`src/rtl/aes_ws_pkg.sv`:
```
package aes_ws_pkg;

  localparam int BLOCK_W  = 128;
  localparam int COL_W    = 32;
  localparam int BYTE_W   = 8;
  localparam int NCOL     = BLOCK_W / COL_W;
  localparam int NBYTE    = BLOCK_W / BYTE_W;
  localparam int MAX_NR   = 14;
  localparam int RND_W    = $clog2(MAX_NR + 1);
  localparam int COLIDX_W = $clog2(NCOL);
  localparam int KADDR_W  = RND_W + COLIDX_W;

  typedef enum logic [1:0] {
    KSZ_128  = 2'b00,
    KSZ_192  = 2'b01,
    KSZ_256  = 2'b10,
    KSZ_RSVD = 2'b11
  } ksize_e;

  function automatic logic [RND_W-1:0] rounds_for(input logic [1:0] code);
    case (ksize_e'(code))
      KSZ_128: return RND_W'(10);
      KSZ_192: return RND_W'(12);
      default: return RND_W'(14);
    endcase
  endfunction

  function automatic logic [7:0] xtime(input logic [7:0] a);
    return {a[6:0], 1'b0} ^ (a[7] ? 8'h1b : 8'h00);
  endfunction

  function automatic logic [7:0] gf_mul(input logic [7:0] a, input logic [7:0] b);
    logic [7:0] acc;
    logic [7:0] sh;
    acc = 8'h00;
    sh  = a;
    for (int i = 0; i < 8; i++) begin
      if (b[i]) acc = acc ^ sh;
      sh = xtime(sh);
    end
    return acc;
  endfunction

  function automatic logic [31:0] mix_col(input logic [31:0] w);
    logic [7:0] a0, a1, a2, a3;
    {a0, a1, a2, a3} = w;
    return {xtime(a0) ^ xtime(a1) ^ a1 ^ a2 ^ a3,
            a0 ^ xtime(a1) ^ xtime(a2) ^ a2 ^ a3,
            a0 ^ a1 ^ xtime(a2) ^ xtime(a3) ^ a3,
            xtime(a0) ^ a0 ^ a1 ^ a2 ^ xtime(a3)};
  endfunction

  function automatic logic [31:0] inv_mix_col(input logic [31:0] w);
    logic [7:0] a0, a1, a2, a3;
    {a0, a1, a2, a3} = w;
    return {gf_mul(a0, 8'd14) ^ gf_mul(a1, 8'd11) ^ gf_mul(a2, 8'd13) ^ gf_mul(a3, 8'd9),
            gf_mul(a0, 8'd9)  ^ gf_mul(a1, 8'd14) ^ gf_mul(a2, 8'd11) ^ gf_mul(a3, 8'd13),
            gf_mul(a0, 8'd13) ^ gf_mul(a1, 8'd9)  ^ gf_mul(a2, 8'd14) ^ gf_mul(a3, 8'd11),
            gf_mul(a0, 8'd11) ^ gf_mul(a1, 8'd13) ^ gf_mul(a2, 8'd9)  ^ gf_mul(a3, 8'd14)};
  endfunction

endpackage

```
`src/rtl/aes_ws_sbox.sv`:
```
module aes_ws_sbox (
  input  logic [7:0] byte_i,
  input  logic       inverse_i,
  output logic [7:0] byte_o
);
  import aes_ws_pkg::*;

  function automatic logic [7:0] rotl8(input logic [7:0] v, input int n);
    return (v << n) | (v >> (8 - n));
  endfunction

  logic [7:0] pre;
  logic [7:0] sq;
  logic [7:0] inv;

  // Multiplicative inverse as x^254 = product of x^2 .. x^128
  always_comb begin
    pre = inverse_i ? (rotl8(byte_i, 1) ^ rotl8(byte_i, 3) ^ rotl8(byte_i, 6) ^ 8'h05)
                    : byte_i;
    sq  = pre;
    inv = 8'h01;
    for (int i = 1; i < 8; i++) begin
      sq  = gf_mul(sq, sq);
      inv = gf_mul(inv, sq);
    end
    byte_o = inverse_i ? inv
                       : (inv ^ rotl8(inv, 1) ^ rotl8(inv, 2) ^ rotl8(inv, 3) ^ rotl8(inv, 4) ^ 8'h63);
  end

endmodule

```
`src/rtl/aes_ws_colpath.sv`:
```
module aes_ws_colpath
  import aes_ws_pkg::*;
(
  input  logic [BLOCK_W-1:0]  state_i,
  input  logic [COLIDX_W-1:0] col_i,
  input  logic                decrypt_i,
  input  logic                addkey_only_i,
  input  logic                skip_mix_i,
  input  logic [COL_W-1:0]    rk_i,
  output logic [COL_W-1:0]    col_o
);

  logic [BYTE_W-1:0] st_bytes [NBYTE];
  logic [COL_W-1:0]  own_word;
  logic [COL_W-1:0]  sub_word;
  logic [COL_W-1:0]  keyed;

  for (genvar b = 0; b < NBYTE; b++) begin : g_unpack
    assign st_bytes[b] = state_i[BLOCK_W-1-BYTE_W*b -: BYTE_W];
  end

  // One S-box per row; the row shift is a choice of source column
  for (genvar r = 0; r < NCOL; r++) begin : g_row
    logic [COLIDX_W-1:0] src;
    logic [BYTE_W-1:0]   sb;
    assign src = decrypt_i ? col_i - COLIDX_W'(r) : col_i + COLIDX_W'(r);
    aes_ws_sbox u_sbox (
      .byte_i   (st_bytes[{src, COLIDX_W'(r)}]),
      .inverse_i(decrypt_i),
      .byte_o   (sb)
    );
    assign sub_word[COL_W-1-BYTE_W*r -: BYTE_W] = sb;
    assign own_word[COL_W-1-BYTE_W*r -: BYTE_W] = st_bytes[{col_i, COLIDX_W'(r)}];
  end

  always_comb begin
    keyed = sub_word ^ rk_i;
    if (addkey_only_i) begin
      col_o = own_word ^ rk_i;
    end else if (!decrypt_i) begin
      col_o = (skip_mix_i ? sub_word : mix_col(sub_word)) ^ rk_i;
    end else begin
      col_o = skip_mix_i ? keyed : inv_mix_col(keyed);
    end
  end

endmodule

```
`src/rtl/aes_ws_seq.sv`:
```
module aes_ws_seq
  import aes_ws_pkg::*;
(
  input  logic                clk,
  input  logic                rst_n,
  input  logic                start_i,
  input  logic [1:0]          ksize_i,
  input  logic                decrypt_i,
  output logic                busy_o,
  output logic [COLIDX_W-1:0] col_o,
  output logic                first_rnd_o,
  output logic                last_rnd_o,
  output logic                decrypt_o,
  output logic [KADDR_W-1:0]  rk_addr_o,
  output logic                done_o
);

  localparam logic [COLIDX_W-1:0] LAST_COL = COLIDX_W'(NCOL - 1);

  logic                busy_q, busy_d;
  logic [COLIDX_W-1:0] col_q, col_d, col_nx;
  logic [RND_W-1:0]    rnd_q, rnd_d, rnd_nx;
  logic [RND_W-1:0]    nr_q, nr_d;
  logic                dec_q, dec_d;
  logic                done_q, done_d;
  logic                last_step;
  logic                ctl_en;

  function automatic logic [KADDR_W-1:0] key_index(input logic [RND_W-1:0] rnd,
                                                   input logic [RND_W-1:0] nr,
                                                   input logic [COLIDX_W-1:0] col,
                                                   input logic dec);
    logic [RND_W-1:0] grp;
    grp = dec ? nr - rnd : rnd;
    return {grp, col};
  endfunction

  always_comb begin
    last_step = busy_q && (col_q == LAST_COL) && (rnd_q == nr_q);
    col_nx    = col_q + 1'b1;
    rnd_nx    = (col_q == LAST_COL) ? rnd_q + 1'b1 : rnd_q;
    busy_d    = busy_q;
    col_d     = col_q;
    rnd_d     = rnd_q;
    nr_d      = nr_q;
    dec_d     = dec_q;
    done_d    = 1'b0;
    if (!busy_q) begin
      if (start_i) begin
        busy_d = 1'b1;
        col_d  = '0;
        rnd_d  = '0;
        nr_d   = rounds_for(ksize_i);
        dec_d  = decrypt_i;
      end
    end else if (last_step) begin
      busy_d = 1'b0;
      done_d = 1'b1;
    end else begin
      col_d = col_nx;
      rnd_d = rnd_nx;
    end
    // Index for the word consumed in the following cycle
    if (!busy_q)        rk_addr_o = key_index('0, rounds_for(ksize_i), '0, decrypt_i);
    else if (last_step) rk_addr_o = key_index(rnd_q, nr_q, col_q, dec_q);
    else                rk_addr_o = key_index(rnd_nx, nr_q, col_nx, dec_q);
  end

  assign ctl_en = start_i | busy_q;

  always_ff @(posedge clk or negedge rst_n) begin
    if (!rst_n) begin
      busy_q <= 1'b0;
      col_q  <= '0;
      rnd_q  <= '0;
      nr_q   <= '0;
      dec_q  <= 1'b0;
      done_q <= 1'b0;
    end else begin
      done_q <= done_d;
      if (ctl_en) begin
        busy_q <= busy_d;
        col_q  <= col_d;
        rnd_q  <= rnd_d;
        nr_q   <= nr_d;
        dec_q  <= dec_d;
      end
    end
  end

  assign busy_o      = busy_q;
  assign col_o       = col_q;
  assign first_rnd_o = (rnd_q == '0);
  assign last_rnd_o  = (rnd_q == nr_q);
  assign decrypt_o   = dec_q;
  assign done_o      = done_q;

endmodule

```
`src/rtl/aes_ws_core.sv`:
```
module aes_ws_core
  import aes_ws_pkg::*;
(
  input  logic               clk,
  input  logic               rst_n,
  input  logic               in_valid,
  output logic               in_ready,
  input  logic [BLOCK_W-1:0] in_data,
  input  logic [1:0]         in_ksize,
  input  logic               in_decrypt,
  output logic [KADDR_W-1:0] rk_addr,
  input  logic [COL_W-1:0]   rk_data,
  output logic               done,
  output logic [BLOCK_W-1:0] out_data
);

  localparam logic [COLIDX_W-1:0] LAST_COL = COLIDX_W'(NCOL - 1);

  logic [1:0]                      rst_pipe;
  logic                            rst_int_n;
  logic                            accept;
  logic                            busy;
  logic [COLIDX_W-1:0]             col;
  logic                            first_rnd;
  logic                            last_rnd;
  logic                            dec;
  logic [COL_W-1:0]                col_word;
  logic [BLOCK_W-1:0]              cur_q, cur_d;
  logic [NCOL-2:0][COL_W-1:0]      nxt_q, nxt_d;
  logic                            cur_en;
  logic                            nxt_en;

  // Reset asserts at once, leaves after two clock edges
  always_ff @(posedge clk or negedge rst_n) begin
    if (!rst_n) rst_pipe <= 2'b00;
    else        rst_pipe <= {rst_pipe[0], 1'b1};
  end
  assign rst_int_n = rst_pipe[1];

  assign in_ready = !busy;
  assign accept   = in_valid && in_ready;

  aes_ws_seq u_seq (
    .clk        (clk),
    .rst_n      (rst_int_n),
    .start_i    (accept),
    .ksize_i    (in_ksize),
    .decrypt_i  (in_decrypt),
    .busy_o     (busy),
    .col_o      (col),
    .first_rnd_o(first_rnd),
    .last_rnd_o (last_rnd),
    .decrypt_o  (dec),
    .rk_addr_o  (rk_addr),
    .done_o     (done)
  );

  aes_ws_colpath u_col (
    .state_i      (cur_q),
    .col_i        (col),
    .decrypt_i    (dec),
    .addkey_only_i(first_rnd),
    .skip_mix_i   (last_rnd),
    .rk_i         (rk_data),
    .col_o        (col_word)
  );

  // Columns 0..2 wait in nxt; the fourth completes the round
  always_comb begin
    cur_d = cur_q;
    nxt_d = nxt_q;
    if (accept) begin
      cur_d = in_data;
    end else if (busy) begin
      if (col == LAST_COL) begin
        for (int i = 0; i < NCOL - 1; i++) begin
          cur_d[BLOCK_W-1-COL_W*i -: COL_W] = nxt_q[i];
        end
        cur_d[COL_W-1:0] = col_word;
      end else begin
        for (int i = 0; i < NCOL - 1; i++) begin
          if (col == COLIDX_W'(i)) nxt_d[i] = col_word;
        end
      end
    end
  end

  assign cur_en = accept || (busy && (col == LAST_COL));
  assign nxt_en = busy && (col != LAST_COL);

  always_ff @(posedge clk or negedge rst_int_n) begin
    if (!rst_int_n) begin
      cur_q <= '0;
      nxt_q <= '0;
    end else begin
      if (cur_en) cur_q <= cur_d;
      if (nxt_en) nxt_q <= nxt_d;
    end
  end

  assign out_data = cur_q;

endmodule

```
`config.mk`:
```
export PLATFORM = sky130hd
export DESIGN_NAME = aes_ws_core
export DESIGN_NICKNAME = d
export VERILOG_FILES = /design/src/rtl/aes_ws_pkg.sv /design/src/rtl/aes_ws_sbox.sv /design/src/rtl/aes_ws_colpath.sv /design/src/rtl/aes_ws_seq.sv /design/src/rtl/aes_ws_core.sv
export SDC_FILE = /design/constraint.sdc
export NUM_CORES = 2
export LEC_CHECK = 0
export BUFFER_PORTS_ARGS = -buffer_cell sky130_fd_sc_hd__buf_2
export CAP_MARGIN = 20
export CORE_ASPECT_RATIO = 1.5
export CORE_MARGIN = 5
export CORE_UTILIZATION = 65
export DETAILED_ROUTE_END_ITERATION = 6
export MAX_ROUTING_LAYER = met4
export PLACE_DENSITY = 0.8
export SLEW_MARGIN = 5
export SYNTH_ARGS = -nofsm -noshare
export SYNTH_HDL_FRONTEND = slang
export SYNTH_HIERARCHICAL = 1
export SYNTH_SLANG_ARGS = --single-unit
```
`constraint.sdc`:
```
create_clock -name clk -period 9.1 [get_ports clk]
set_input_delay 1.82 -clock clk [delete_from_list [all_inputs] [get_ports clk]]
set_output_delay 1.82 -clock clk [all_outputs]
set_load 0.05 [all_outputs]
```
==> results, run 1 <==
- The run stopped with a tool error.
- The last stage the flow got to is 5_1_grt.
- The first error in the log reads "[ERROR GRT-0232] Routing congestion too high. Check the congestion heatmap in the GUI".
- The number of placement rows is between 150 and 200.
- The clock passes through at most 3 buffers.
- The area share of xor/xnor cells in the synthesized design is approximately two fifths.
- The share of the Yosys chip area taken by registers is under 10%.
- The number of H-tree levels is 1.
- When the netlist entered floorplanning its net count stood at roughly 10,000.
- For this run, asynchronously set or reset flops after synthesis account for 100%.
- The number of warnings printed during yosys synthesis is 6.
- The cell area after synthesis is around 84,000 um^2.
- The starting density of the core is around two thirds.
- The number of library cell types mapped by synthesis is around 120.
- After synthesis, the largest family of logic cells by area is XOR/XNOR gates.
- The library cell used as clock root buffer is sky130_fd_sc_hd__clkbuf_16.
- around 300 I/O pins were placed.
- The die outline width is around 300 um.
- The count of buffers added on input and output ports is between 300 and 400.
- At the placement stage, the worst setup path has a slack of -9840 ps.
- The most used flip-flop cell after synthesis is sky130_fd_sc_hd__dfrtp_1.
- Global routing used a little under two thirds of the available tracks.
- The number of sinks on the clock net is 238.
- After synthesis the netlist holds a flip-flop and latch count of about 240.
- Entering global routing, the biggest net connects ~190 pins.
- The total congestion overflow is 33.
- The die height is 451 um.
- Counting the buffers created by CTS gives 22.
- The adder-cell share of the synthesized area is less than 1%.
- The share of the synthesized area in compound gates (AO/OA/AOI/OAI) is between 10% and 20%.
- Routability-driven placement finished with a final weighted congestion of roughly 1.1.
- Counting flops with a built-in enable in the synthesized netlist gives 0.
- In the synthesized netlist, mux cells make up approximately 8% of the area.
- The detailed placer's ending HPWL is 255,000 um.
- The total placed cells including tap cells is around 15,000.
- The mean cell area of the mapped netlist is 8.18 um^2.
- The share of synthesized cell area in and, or, nand and nor gates is 19.9%.
- The post-synthesis cell count is 10,300.
[cell families after synthesis]
| group | after synthesis |
|---|---|
| adders and majority gates | 38 |
| DFF | 238 |
| and+or+nand+nor | 3435 |
| buffers and inverters | 1007 |
| other | 1 |
| xor gates and xnor gates | 2887 |
| AOI/OAI and AO/OA | 2119 |
| muxes | 557 |
[repair_timing]
| item | CTS |
|---|---|
| setup buffers | 204 |
| setup endpoints to repair | 128 |
| hold buffers | 0 |
| gates resized for setup | 577 |
| cloned | 4 |
| pin swaps | 313 |
[metal layers]
metal | global-route usage [%] | GRT overflow
met1 | 62.4 | 1
met5 | - | -
met2 | 88.4 | 13
met3 | 38.5 | 3
met4 | 57.2 | 16
[cell usage after synthesis (53+ instances only)]
master	n	area share, %
sky130_fd_sc_hd__a211oi_1	85	0.76
sky130_fd_sc_hd__a21oi_1	474	2.8
sky130_fd_sc_hd__a22oi_1	93	0.83
sky130_fd_sc_hd__a311oi_1	152	1.6
sky130_fd_sc_hd__a31oi_1	88	0.65
sky130_fd_sc_hd__and2_1	114	0.85
sky130_fd_sc_hd__and3_1	57	0.42
sky130_fd_sc_hd__and4b_1	132	1.6
sky130_fd_sc_hd__buf_2	214	1.3
sky130_fd_sc_hd__buf_4	60	0.54
sky130_fd_sc_hd__clkbuf_1	445	2.0
sky130_fd_sc_hd__dfrtp_1	238	7.1
sky130_fd_sc_hd__inv_1	213	0.95
sky130_fd_sc_hd__mux2_2	152	2.0
sky130_fd_sc_hd__mux2i_1	280	3.3
sky130_fd_sc_hd__mux4_2	60	1.6
sky130_fd_sc_hd__nand2_1	944	4.2
sky130_fd_sc_hd__nand2b_1	87	0.65
sky130_fd_sc_hd__nand3_1	190	1.1
sky130_fd_sc_hd__nor2_1	1157	5.2
sky130_fd_sc_hd__nor3_1	240	1.4
sky130_fd_sc_hd__nor3b_1	146	1.3
sky130_fd_sc_hd__nor4_1	64	0.48
sky130_fd_sc_hd__o211ai_1	78	0.70
sky130_fd_sc_hd__o21ai_0	263	1.6
sky130_fd_sc_hd__o21ai_1	53	0.32
sky130_fd_sc_hd__o22ai_1	127	0.94
sky130_fd_sc_hd__o31ai_1	84	0.75
sky130_fd_sc_hd__or3_1	55	0.41
sky130_fd_sc_hd__xnor2_1	1583	16
sky130_fd_sc_hd__xnor2_2	178	3.4
sky130_fd_sc_hd__xnor2_4	62	2.0
sky130_fd_sc_hd__xnor3_1	318	8.5
sky130_fd_sc_hd__xor2_1	560	5.8
sky130_fd_sc_hd__xor3_1	100	2.8
[metrics by stage]
stage	util, %	instance area (um^2)
floorplan	-	86200
global placement	86.0	110000
detailed placement	86.0	110000
CTS	90.4	116000
==> run 2, diff against run 1 <==
- CORE_ASPECT_RATIO: 1.5 -> not set
- CORE_UTILIZATION: 65 -> 40
- MAX_ROUTING_LAYER: met4 -> not set
- PLACE_DENSITY: 0.8 -> not set
- PLACE_DENSITY_LB_ADDON: not set -> 0.15
==> results, run 2 <==
- The total congestion overflow is 0.
- The number of warnings printed during yosys synthesis is 6.
- Dividing the detail-routed wire length by the instance count gives 20.9 um.
- After synthesis, the largest area contributor takes up roughly 16% of total cell area.
- The wire length of the first global-routing pass is about 520,000 um.
- Of all flip-flops after synthesis, the portion carrying an async set or reset was 100%.
- After synthesis, the netlist uses between 100 and 150 different library cells.
- The end-of-flow core utilization is just under 60%.
- The slowest stage of the critical path is the sky130_fd_sc_hd__mux4_2 cell.
- The standard cell area after detailed placement is about 110,000 um^2.
- In this design, the stage delay of the slowest critical-path cell is between 500 and 600 ps.
- The aggregate global-route resource usage is roughly 29%.
- Setup repair after global routing could not meet its margin everywhere.
- Measured along the y axis, the die boundary spans 469 um.
- The later-pin clock latency in the skew report is 560 ps.
- In the post-synthesis netlist, the biggest area contributors are sky130_fd_sc_hd__xnor2_1 (16%), sky130_fd_sc_hd__xnor3_1 (8.5%), sky130_fd_sc_hd__dfrtp_1 (7.1%), sky130_fd_sc_hd__xor2_1 (5.8%), sky130_fd_sc_hd__nor2_1 (5.2%).
- For this run, the top clock speed supported by timing is 0.0545 GHz.
- The flip-flop and latch count after synthesis is between 200 and 250.
- The largest net degree at the start of global routing is 77.
- During placement, the flow inserted port buffers numbering between 300 and 400.
- The reg-to-reg critical path startpoint is u_seq/col_o[1].
- The library cell used most frequently in the layout, excluding fill and tap cells, is sky130_fd_sc_hd__buf_4.
- The final critical-path share of the clock period is 202%.
- The number of synthesized flops with an enable pin is 0.
- The die outline width is roughly 470 um.
- The number of cells on the worst hold path is 0.
- The most used flip-flop cell after synthesis is sky130_fd_sc_hd__dfrtp_1.
- The number of antenna violations at the first check in global routing is 43.
- The ratio of routed vias to standard cells is 5.58.
- The finished cells cover 124,000 um^2.
- The gate family responsible for the most delay along the worst path is XOR/XNOR gates.
- The library cell used as clock root buffer is sky130_fd_sc_hd__clkbuf_16.
- The number of buffers created by CTS is 24.
- The clock arrives with 24.4 ps of skew.
- The via count of the first global-routing pass is between 80,000 and 90,000.
- The relative max-transition margin is between 30% and 40%.
- In the final layout, the share of cells above drive strength 1 is 43.1%.
- Clock tree synthesis found a total of ~240 sinks.
- The congestion estimate from routability-driven global placement came to 0.985.
- Once detail routing completed, the nets flagged for antenna violations numbered 0.
- The number of hold buffers added after CTS is 0.
- The capturing element type of the critical path is a flip-flop.
- After layout, the minimum clock period comes to 18,350 ps.
- The number of endpoints with negative hold slack in the final report is 0.
- The total setup violations reported at the end of the flow is roughly 130.
- The flow ran to the end, but the final reports show violations.
- In the layout the commonest cells are sky130_fd_sc_hd__buf_4 (3,324), sky130_fd_sc_hd__xnor2_1 (1,314), sky130_fd_sc_hd__nor2_1 (1,083), sky130_fd_sc_hd__nand2_1 (922), sky130_fd_sc_hd__a21oi_1 (429).
- The highest fanout seen on the critical path is 5.
- In this run the number of H-tree levels came out at 1.
- The initial DRC count is between 7,000 and 8,000.
- In this run the worst hold path is classified as flip-flop to flip-flop.
- The clock-pin slew reported for the worst setup and hold paths after clock tree synthesis is 70 ps.
- The area of the placeable core is 209,000 um^2.
- The end of the worst register-to-register path is out_data[17].
- sky130_fd_sc_hd__xnor2_1 takes more of the synthesized area than any other cell.
- The critical path launch point type is a flip-flop.
- The pre-CTS worst setup slack is -10,100 ps.
- The floorplan die area is between 200,000 and 250,000 um^2.
- The starting density of the core is about 40%.
- The largest buffer count on any clock path is 3.
- The number of ports placed on the die boundary is slightly above 300.
- The number of max-slew violations in the final report is 0.
- Synthesis handed over a netlist of between 10,000 and 15,000 instances.
- The final reports fail on negative setup slack.
- In this run the register-to-register setup slack is -9250 ps.
- After synthesis, the most frequently instantiated cells are sky130_fd_sc_hd__xnor2_1 (1,583), sky130_fd_sc_hd__nor2_1 (1,157), sky130_fd_sc_hd__nand2_1 (944).
- TritonCTS built the clock tree.
- For the worst setup path, the data required time is around 9500 ps.
- The transition time at the pin with the least slew margin is between 1000 and 1500 ps.
- Counting both buffers and inverters, the worst setup path holds a total of 19.
- STA puts the critical path data arrival time at between 15,000 and 20,000 ps.
- The cell with the most instances after synthesis is sky130_fd_sc_hd__xnor2_1.
- The number of flip-flops in the largest register is roughly 130.
- The startpoint identified for the worst hold timing path is rst_pipe[0].
- The share of synthesized area occupied by flip-flops and latches is between 7 and 8%.
- The count of vias placed by the detailed router is 90,900.
- The floorplan has 168 rows.
- The final layout contains around 14,000 nets.
- In the routed design, unresolved DRC markers number 0.
- The net count of the mapped netlist is 10,500.
- In the post-route analysis, the smallest setup slack over all paths is -9250 ps.
- In this run the cell area of the synthesized design comes to approximately 84,000 um^2.
- The total wire length is between 300,000 and 400,000 um.
- The detailed placer's ending HPWL is between 200,000 and 300,000 um.
- The first detailed-routing pass ran for 6 iterations.
- Setup total negative slack on the finished layout was measured at -1,149,650 ps.
- The area overhead of the layout relative to synthesis is 47.3%.
- The reported max-cap violation count is 0.
- The hold path endpoint is rst_pipe[1].
- Counting stages on the worst path, the most repeated cell is sky130_fd_sc_hd__buf_4.
- The length in cells of the worst reg-to-reg path is ~80.
- The start-to-end type of the worst setup path is flip-flop to flip-flop.
- After synthesis, the mean cell area works out to roughly 8 um^2.
[run 2: cell counts after synthesis]
No cell type changed its count.
[run 2: worst reg2reg max path, delay by kind of cell, from the launching register on]
kind,cells,cell delay [ps]
muxes,5,1590
DFF,1,540
and+or+nand+nor,12,3490
xor gates and xnor gates,20,4930
buffers and inverters,19,2890
adders and majority gates,2,430
AOI/OAI and AO/OA,24,4420
[run 2: area by class of cell]
type | instances | area (um^2)
Fill cell | 18500 | 85400
Multi-Input combinational cell | 9038 | 82200
Timing Repair Buffer | 3888 | 30400
Sequential cell | 238 | 5970
Tap cell | 2805 | 3510
Inverter | 230 | 868
Clock buffer | 32 | 702
Clock inverter | 12 | 185
Antenna cell | 30 | 75.1
[run 2: worst max-delay path by stage]
| stage | startpoint | slack [ps] | cells after the start | endpoint |
|---|---|---|---|---|
| 3_5_place_dp | u_seq/col_o[0] | -10100 | 72 | out_data[8] |
| 2_1_floorplan | u_seq/col_o[0] | -9330 | 81 | out_data[29] |
| 3_3_place_gp | u_seq/col_o[0] | -9980 | 73 | out_data[8] |
| 4_1_cts | u_seq/col_o[1] | -8900 | 76 | out_data[25] |
| 5_1_grt | u_seq/col_o[1] | -9780 | 81 | out_data[25] |
| 6_report | u_seq/col_o[1] | -9250 | 82 | out_data[17] |
[run 2: what timing repair did]
item	CTS	global route
gates resized for setup	798	510
cloned	4	2
hold endpoints to repair	0	0
endpoints found under the setup margin	128	128
pin swaps	435	258
buffers inserted	284	144
[run 2: routing by layer]
layer	up-vias	GRT usage [%]	wire length [um]
li1	42800	-	-
met1	44500	38.6	144000
met2	2966	49.8	162000
met3	607	3.03	19500
met4	20	10.1	13900
met5	-	0	128
[run 2: metrics by stage]
step / cells / hold WS (ps)
final: 16300 / 353
after global routing: 16300 / 359
after CTS: 16100 / 355
after detailed placement: 15800 / 340
after global placement: 15800 / 339
after floorplan: 10300 / 331
[run 2: cells by family (layout without fill, tap and decap cells)]
| family | count (synthesis) | count (layout) | share of synthesized area [%] |
|---|---|---|---|
| buffers and inverters | 1007 | 4162 | 5.29 |
| muxes | 557 | 557 | 8.01 |
| AOI/OAI and AO/OA | 2119 | 2119 | 17.9 |
| adders and majority gates | 38 | 38 | 0.568 |
| other | 1 | 31 | 0.00446 |
| DFF | 238 | 238 | 7.08 |
| xor gates and xnor gates | 2887 | 2888 | 41.2 |
| and+or+nand+nor | 3435 | 3435 | 19.9 |
Power of run 2 is left out: the tool's default activity adds up to more than one toggle a clock period on the data nets, which glitch-free logic cannot reach.
